## config.mk

```make
export PLATFORM = sky130hd
export DESIGN_NAME = tdm_frame_timer
export DESIGN_NICKNAME = d
export VERILOG_FILES = /design/src/rtl/tdm_pkg.sv /design/src/rtl/tdm_cfg_hold.sv /design/src/rtl/tdm_rx_edge.sv /design/src/rtl/tdm_pos_counter.sv /design/src/rtl/tdm_frame_timer.sv
export SDC_FILE = /design/constraint.sdc
export NUM_CORES = 1
export LEC_CHECK = 0
export ABC_AREA = 1
export CORE_AREA = 2 2 54 69
export CTS_CLUSTER_SIZE = 20
export DETAILED_ROUTE_END_ITERATION = 6
export DIE_AREA = 0 0 56 71
export PLACE_DENSITY = 0.61
export REMOVE_ABC_BUFFERS = 1
export SYNTH_ARGS = -nofsm -noshare
export SYNTH_HDL_FRONTEND = slang
export SYNTH_SLANG_ARGS = --single-unit
export TNS_END_PERCENT = 10
```

## constraint.sdc

```tcl
create_clock -name clk -period 3.9 [get_ports clk]
set_input_delay 0.78 -clock clk [delete_from_list [all_inputs] [get_ports clk]]
set_output_delay 0.78 -clock clk [all_outputs]
set_load 0.005 [all_outputs]
```

## src/rtl/tdm_pkg.sv

```systemverilog
package tdm_pkg;

    localparam int SLOT_W  = 4;
    localparam int WLEN_W  = 5;
    localparam int NSLOTS  = 1 << SLOT_W;

    typedef struct packed {
        logic [SLOT_W-1:0] slots;
        logic              wide;
        logic              fall;
        logic              ext;
        logic [WLEN_W-1:0] wlen_m1;
    } tdm_cfg_t;

    typedef struct packed {
        logic [SLOT_W-1:0] slot;
        logic [WLEN_W-1:0] bitp;
    } tdm_pos_t;

    // Field value 0 encodes the full frame.
    function automatic logic [SLOT_W:0] slot_limit(input logic [SLOT_W-1:0] f);
        return (f == '0) ? (SLOT_W+1)'(NSLOTS) : {1'b0, f};
    endfunction

    function automatic logic active_edge(input logic fall, input logic prev, input logic cur);
        return fall ? (prev & ~cur) : (~prev & cur);
    endfunction

endpackage

```

## src/rtl/tdm_cfg_hold.sv

```systemverilog
module tdm_cfg_hold
    import tdm_pkg::*;
(
    input  logic     clk,
    input  logic     rst,
    input  logic     en,
    input  tdm_cfg_t cfg_in,
    output logic     active,
    output tdm_cfg_t cfg_q
);

    always_ff @(posedge clk) begin
        if (rst) begin
            active <= 1'b0;
            cfg_q  <= '0;
        end else if (!en) begin
            active <= 1'b0;
        end else if (!active) begin
            active <= 1'b1;
            cfg_q  <= cfg_in;
        end
    end

    p_cfg_frozen_r9: assert property (@(posedge clk) disable iff (rst)
        (active && en) |=> $stable(cfg_q));

    p_stop_r11: assert property (@(posedge clk) disable iff (rst)
        !en |=> !active);

endmodule

```

## src/rtl/tdm_rx_edge.sv

```systemverilog
module tdm_rx_edge
    import tdm_pkg::*;
(
    input  logic clk,
    input  logic rst,
    input  logic rx,
    input  logic fall,
    output logic hit
);

    logic prev_q;

    always_ff @(posedge clk) begin
        if (rst) prev_q <= 1'b0;
        else     prev_q <= rx;
    end

    always_comb hit = active_edge(fall, prev_q, rx);

endmodule

```

## src/rtl/tdm_pos_counter.sv

```systemverilog
module tdm_pos_counter
    import tdm_pkg::*;
(
    input  logic              clk,
    input  logic              rst,
    input  logic              run,
    input  logic              resync,
    input  logic [WLEN_W-1:0] wlen_m1,
    output tdm_pos_t          pos
);

    logic word_last;
    always_comb word_last = (pos.bitp == wlen_m1);

    always_ff @(posedge clk) begin
        if (rst || !run || resync) begin
            pos <= '0;
        end else if (word_last) begin
            pos.bitp <= '0;
            pos.slot <= pos.slot + 1'b1;
        end else begin
            pos.bitp <= pos.bitp + 1'b1;
        end
    end

    p_bit_bound_r2: assert property (@(posedge clk) disable iff (rst)
        run |-> (pos.bitp <= wlen_m1));

    p_slot_wrap_r3: assert property (@(posedge clk) disable iff (rst)
        (run && !resync && word_last && (pos.slot == SLOT_W'(NSLOTS-1))) |=> (pos.slot == '0));

    p_realign_r10: assert property (@(posedge clk) disable iff (rst)
        (run && resync) |=> (pos == '0));

endmodule

```

## src/rtl/tdm_frame_timer.sv

```systemverilog
module tdm_frame_timer
    import tdm_pkg::*;
(
    input  logic              clk,
    input  logic              rst,
    input  logic              en,
    input  logic [SLOT_W-1:0] cfg_slots,
    input  logic              cfg_wide_sync,
    input  logic              cfg_sync_fall,
    input  logic              cfg_ext_sync,
    input  logic [WLEN_W-1:0] cfg_wlen_m1,
    input  logic              rx_fs,
    output logic              fs_out,
    output logic [SLOT_W-1:0] slot_idx,
    output logic              slot_valid,
    output logic              word_start,
    output logic              word_end
);

    tdm_cfg_t cfg_live, cfg_q;
    tdm_pos_t pos;
    logic     active, rx_hit, resync, sync_on;

    always_comb begin
        cfg_live.slots   = cfg_slots;
        cfg_live.wide    = cfg_wide_sync;
        cfg_live.fall    = cfg_sync_fall;
        cfg_live.ext     = cfg_ext_sync;
        cfg_live.wlen_m1 = cfg_wlen_m1;
    end

    tdm_cfg_hold u_hold (
        .clk(clk), .rst(rst), .en(en), .cfg_in(cfg_live),
        .active(active), .cfg_q(cfg_q)
    );

    tdm_rx_edge u_edge (
        .clk(clk), .rst(rst), .rx(rx_fs), .fall(cfg_q.fall), .hit(rx_hit)
    );

    always_comb resync = active && cfg_q.ext && rx_hit;

    tdm_pos_counter u_cnt (
        .clk(clk), .rst(rst), .run(active && en), .resync(resync),
        .wlen_m1(cfg_q.wlen_m1), .pos(pos)
    );

    always_comb begin
        slot_idx   = active ? pos.slot : '0;
        slot_valid = active && ({1'b0, pos.slot} < slot_limit(cfg_q.slots));
        word_start = slot_valid && (pos.bitp == '0);
        word_end   = slot_valid && (pos.bitp == cfg_q.wlen_m1);
        sync_on    = active && (pos.slot == '0) && (cfg_q.wide || pos.bitp == '0);
        fs_out     = active ? (sync_on ^ cfg_q.fall) : cfg_sync_fall;
    end

    p_strobe_valid_r5: assert property (@(posedge clk) disable iff (rst)
        (word_start || word_end) |-> slot_valid);

    p_idle_level_r1: assert property (@(posedge clk) disable iff (rst)
        !active |-> (fs_out == cfg_sync_fall && !slot_valid && slot_idx == '0));

    p_valid_count_r4: assert property (@(posedge clk) disable iff (rst)
        slot_valid |-> ({1'b0, slot_idx} < slot_limit(cfg_q.slots)));

    p_narrow_sync_r6: assert property (@(posedge clk) disable iff (rst)
        (active && !cfg_q.wide && fs_out != cfg_q.fall) |-> (pos.bitp == '0 && slot_idx == '0));

    p_wide_sync_r7: assert property (@(posedge clk) disable iff (rst)
        (active && cfg_q.wide && slot_idx == '0) |-> (fs_out != cfg_q.fall));

endmodule

```

==> reports/results.ini, run 1 <==
[sta]
fin_crit_ps = 2850
fin_ws_ps = 1050
fin_crit_sh = 0.731
rsz0062_at_grt = no
fin_skew_ps = 2.74
slew-limit-headroom = 0.640
tightest_slew_ps = 540
final_max_slew_viol_count = 0
finalSetupTns_ps = 0
setup_viol = 0
finalHoldViolCount = 0
fmaxAchievable_mhz = 351
hold_ws_ps = 465

[critical_path]
critical_path_class = flop to output port
required_ps = 3120
cp.arrival_ps = 2070
path_max_fanout = 7
end_kind = output port
cp-start-kind = flop

[min_path]
min_path_type = flop to flop

[cts]
cts_root_buf = clkbuf_8
clock-sinks = 23
cts_max_level = 1
cts_tree = done
cts_buffers = 3
post_cts_buffers = 0
ctsResizeCount = 0
postCtsHoldBufs = 0
clock_path_buffers = 2
clk_latency_ps = 260
clkTransAtPathRegs_ps = 80

[pwr]
p_leak_nw = 0.680
p_int_mw = 0.356
p_per_area_nw_per_um2 = 313
finalPower_mw = 0.479
power_frac_seq = 0.530
combPwrFrac = 0.169
max-vdd-ir-drop_v = 0.000202
power_switching_mw = 0.123
p_sw_frac = 0.256
clkPwrFrac = 0.302

[grt]
antenna_found_initial = 0
overflow = 0
grt_pass1_vias = 1026
use_met1 = 0.139
grt_pass1_wl_mm = 4.04
busiest_layer = met2
grt_use_met3 = 0.0183
grt_max_degree = 22
grt_use_total = 0.126
grt_use_met2 = 0.226

[drt]
wire_per_inst_um = 10.2
vias = 1104
via_per_inst = 4.72
dr.pass1.iters = 6
wl_mm = 2.38
antenna_left = 0
drt_iter0_markers = 31
drc = 0

[layout]
nets = 219
utilization = 0.455
area_growth_pct = 25.0
drive_gt1_frac = 0.0974
diodes = 0

[floorplanning]
die_x_um = 56
die_area_um2 = 3980
die_h_um = 71
io_pins = 24
fp-row-count = 24
initial_utilization = 0.364
core_area_um2 = 3360

[yosys]
synth_commonest_cells = nand2_1 (31), inv_1 (26), dfxtp_1 (23), nor2_1 (23), a21oi_1 (14)
synthesis.area_um2 = 1220
synth.distinct_cells = 22
ys_warn_count = 0
ys_seq_elements = 23
syn_avg_cell_area_um2 = 7.12
yosysSeqAreaShare = 0.376
synth-async-reset-ratio = 0
synthCells = 172
synthTopCellsByArea = dfxtp_1 (38%), nand2_1 (9.5%), inv_1 (8.0%), ha_1 (7.2%), nor2_1 (7.0%)
yosysTopAreaCellShare = 0.376
yosysMostFrequentCell = nand2_1
yosys.area.top_type = dfxtp_1
synth_edf_count = 0
synth_flop_cell = dfxtp_1

[place]
place_ws_ps = 1260
place_hpwl_mm = 1.88
gp_congestion = 0.810
port_buffers = 23

[outcome]
outcome = finished clean

[flow_run]
maxCapViolCount = 0

-- logic make-up (layout without fill, tap and decap cells) --
family                   after synthesis  after routing  share of synthesized area
flip-flops                            23             23                      0.376
AND/OR/NAND/NOR                       77             77                      0.296
buffers and inverters                 33             56                      0.104
AO/OA/AOI/OAI                         28             28                      0.117
XOR/XNOR                               4              4                     0.0347
adder cells (fa/ha/maj)                7              7                     0.0715
-- registers in the layout (all words and copies together) (netlist names) --
signal / flops
u_cnt.pos: 9
u_edge.prev_q: 1
u_hold.active: 1
u_hold.cfg_q: 12
-- power groups by stage --
stage          clock, mW  sequential, mW  combinational (mW)
6_report           0.145           0.254              0.0808
5_1_grt            0.161           0.255              0.0921
4_1_cts            0.148           0.254              0.0818
3_5_place_dp           0           0.259              0.0813
3_3_place_gp           0           0.259              0.0798
2_1_floorplan          0           0.258              0.0502
-- layout by cell type, fill, tap and decap left out --
cell,count
nand3_4,1
dfxtp_1,23
nor3_2,1
xnor2_1,1
nor2_4,2
xnor2_2,1
xor2_1,2
inv_2,3
nand4_1,4
nor2_1,23
ha_1,7
a21oi_2,1
nand2_1,31
inv_1,26
o21ai_0,13
nand3_1,8
nand2_2,5
clkbuf_8,3
clkdlybuf4s50_1,23
nor2_2,1
clkinv_2,1
a21oi_1,14
nand3b_1,1
-- per-layer routing --
metal | share of wire | wire, um
met1 | 0.43 | 1030
met2 | 0.50 | 1180
met3 | 0.039 | 93
met4 | 0.029 | 70
met5 | 0 | 0
-- layout make-up --
type / instances / area [um^2]
Inverter: 29 / 109
Fill cell: 347 / 1830
Tap cell: 39 / 48.8
Multi-Input combinational cell: 116 / 637
Sequential cell: 23 / 460
Timing Repair Buffer: 23 / 230
Clock buffer: 3 / 41.3
Clock inverter: 1 / 5.00
-- path summary, 6_finish.rpt --
kind | slack, ps | startpoint | depth (start not counted) | end
setup / recovery | 1050 | u_cnt.pos[7] | 7 | word_start
hold / removal | 460 | u_hold.cfg_q[7] | 2 | u_hold.cfg_q[7]
setup reg to reg | 2530 | u_hold.active | 4 | u_hold.cfg_q[7]
hold reg to reg | 460 | u_hold.cfg_q[7] | 2 | u_hold.cfg_q[7]
-- critical path: stages (launching register included) --
cell             delay (ps)
dfxtp_1                 460
ha_1                    290
nand3_1                  90
a21oi_1                  40
o21ai_0                 140
nand3_1                 150
nor2_1                  130
clkdlybuf4s50_1         510
-- through the flow --
stage	instances	area, um^2
2_1_floorplan	168	1210
3_3_place_gp	230	1490
3_5_place_dp	230	1490
4_1_cts	234	1530
5_1_grt	234	1530
6_report	234	1530
Power figures use the tool's default switching activity.
==> inputs of run 2 (changes only) <==
==> constraint.sdc (replaced) <==
create_clock -name clk -period 2.98 [get_ports clk]
set_input_delay 0.596 -clock clk [delete_from_list [all_inputs] [get_ports clk]]
set_output_delay 0.596 -clock clk [all_outputs]
set_load 0.005 [all_outputs]
==> reports/results.ini, run 2 (synthesis results as in run 1) <==
[cts]
ctsResizeCount = 0
clock-sinks = 23
post_cts_buffers = 0
clkTransAtPathRegs_ps = 80
cts_buffers = 3
cts_tree = done
cts_root_buf = clkbuf_8
clock_path_buffers = 2
postCtsHoldBufs = 0
cts_max_level = 1
clk_latency_ps = 260

[min_path]
min_path_cells = 2
min_path_type = flop to flop
hp-start = u_hold.cfg_q[7]
worstHoldEndpoint = u_hold.cfg_q[7]

[place]
dpl.cell_count = 230
place_ws_ps = 612
gp_congestion = 0.809
place_hpwl_mm = 1.98
port_buffers = 23

[critical_path]
crit_family = buffers and inverters
path_cells = ha_1 -> a21oi_1 -> nand3b_1 -> nand3_1 -> nor2_1 -> clkdlybuf4s50_1
critical_path_class = flop to output port
cp.arrival_ps = 2100
end_kind = output port
crit_path_max_incr_delay_ps = 520
r2r_start = u_hold.active
required_ps = 2380
rrSetupSlack_ps = 1590
critPathSlowestCell = clkdlybuf4s50_1
reg2reg_depth = 4
cp-start-kind = flop
path_max_fanout = 7
rr_endpoint = u_hold.cfg_q[3]
worst-path-buf-inv = 1

[sta]
fin_crit_ps = 2690
fin_crit_sh = 0.904
tightest_slew_ps = 550
finalSetupTns_ps = 0
hold_ws_ps = 463
final_max_slew_viol_count = 0
rsz0062_at_grt = no
fin_skew_ps = 2.43
fmaxAchievable_mhz = 371
finalHoldViolCount = 0
fin_ws_ps = 287
setup_viol = 0
slew-limit-headroom = 0.633

[flow_run]
maxCapViolCount = 0

[grt]
grt_max_degree = 22
grt_pass1_wl_mm = 4.25
grt_pass1_vias = 1065
antenna_found_initial = 0
grt_use_total = 0.134
overflow = 0

[pwr]
p_per_area_nw_per_um2 = 413
max-vdd-ir-drop_v = 0.000272
p_leak_nw = 0.680

[drt]
wl_mm = 2.49
drc = 0
dr.pass1.iters = 4
wl_met2_mm = 1.28
via_per_inst = 4.68
top_layer_used = met4
antenna_left = 0
vias = 1095
wire_per_inst_um = 10.7
drt_iter0_markers = 10
wl_met1_mm = 1.08
met3_length_um = 55

[layout]
stdcell_count = 234
top_regs = u_hold.cfg_q (12), u_cnt.pos (9)
diodes = 0
utilization = 0.455
final_cell_mix = nand2_1 (31), inv_1 (26), nor2_1 (23), clkdlybuf4s50_1 (23), dfxtp_1 (23)
nets = 219
layout_commonest_cell = nand2_1
area_growth_pct = 25.0
drive_gt1_frac = 0.0974
largest_reg_flops = 12
top_register = u_hold.cfg_q

[outcome]
outcome = finished clean

[floorplanning]
die_area_um2 = 3980
fp-row-count = 24
core_area_um2 = 3360
io_pins = 24
initial_utilization = 0.364
die_x_um = 56
die_h_um = 71

run 2: cell counts in the layout (fill, tap and decap cells not counted):
Identical to the previous run, type by type.
run 2: stage by stage:
stage,power [mW],cell area [um^2]
after detailed placement,0.447,1490
final,0.632,1530
after floorplan,0.403,1210
after CTS,0.643,1530
after global placement,0.444,1490
after global routing,0.671,1530
run 2: worst register-to-register path, cell delays in order, from the launching register on:
cell and delay (ps):
dfxtp_1 510, nor2_2 110, inv_1 430, o21ai_0 150, a21oi_1 130
run 2: layer usage:
| layer | track usage | vias to the layer above |
|---|---|---|
| met5 | 0 | - |
| met1 | 0.145 | 485 |
| li1 | - | 585 |
| met3 | 0.0110 | 7 |
| met2 | 0.250 | 18 |
| met4 | 0.0767 | 0 |
run 2: power breakdown:
part	total, mW	switching (mW)	internal, mW
clock network	0.194	0.100	0.0933
registers	0.332	0.0102	0.322
logic	0.106	0.0551	0.0512
total	0.632	0.166	0.466
run 2: worst max-delay path by stage:
stage | from | to | cells past startpoint | slack, ps
finish | u_cnt.pos[7] | word_end | 6 | 290
global route | u_cnt.pos[7] | word_start | 7 | 140
CTS | u_cnt.pos[7] | word_end | 7 | 300
detailed placement | u_cnt.pos[7] | word_end | 7 | 610
global placement | u_cnt.pos[7] | word_start | 7 | 660
floorplan | u_cnt.pos[7] | word_end | 6 | 1240
run 2: area by class of cell:
| type | count | area, um^2 |
|---|---|---|
| fillers | 372 | 1830 |
| multi-input cells | 116 | 637 |
| flip-flops and latches | 23 | 460 |
| repair buffers | 23 | 230 |
| inverters | 29 | 109 |
| well taps | 39 | 48.8 |
| clock buffers | 3 | 41.3 |
| clock inverters | 1 | 5.00 |
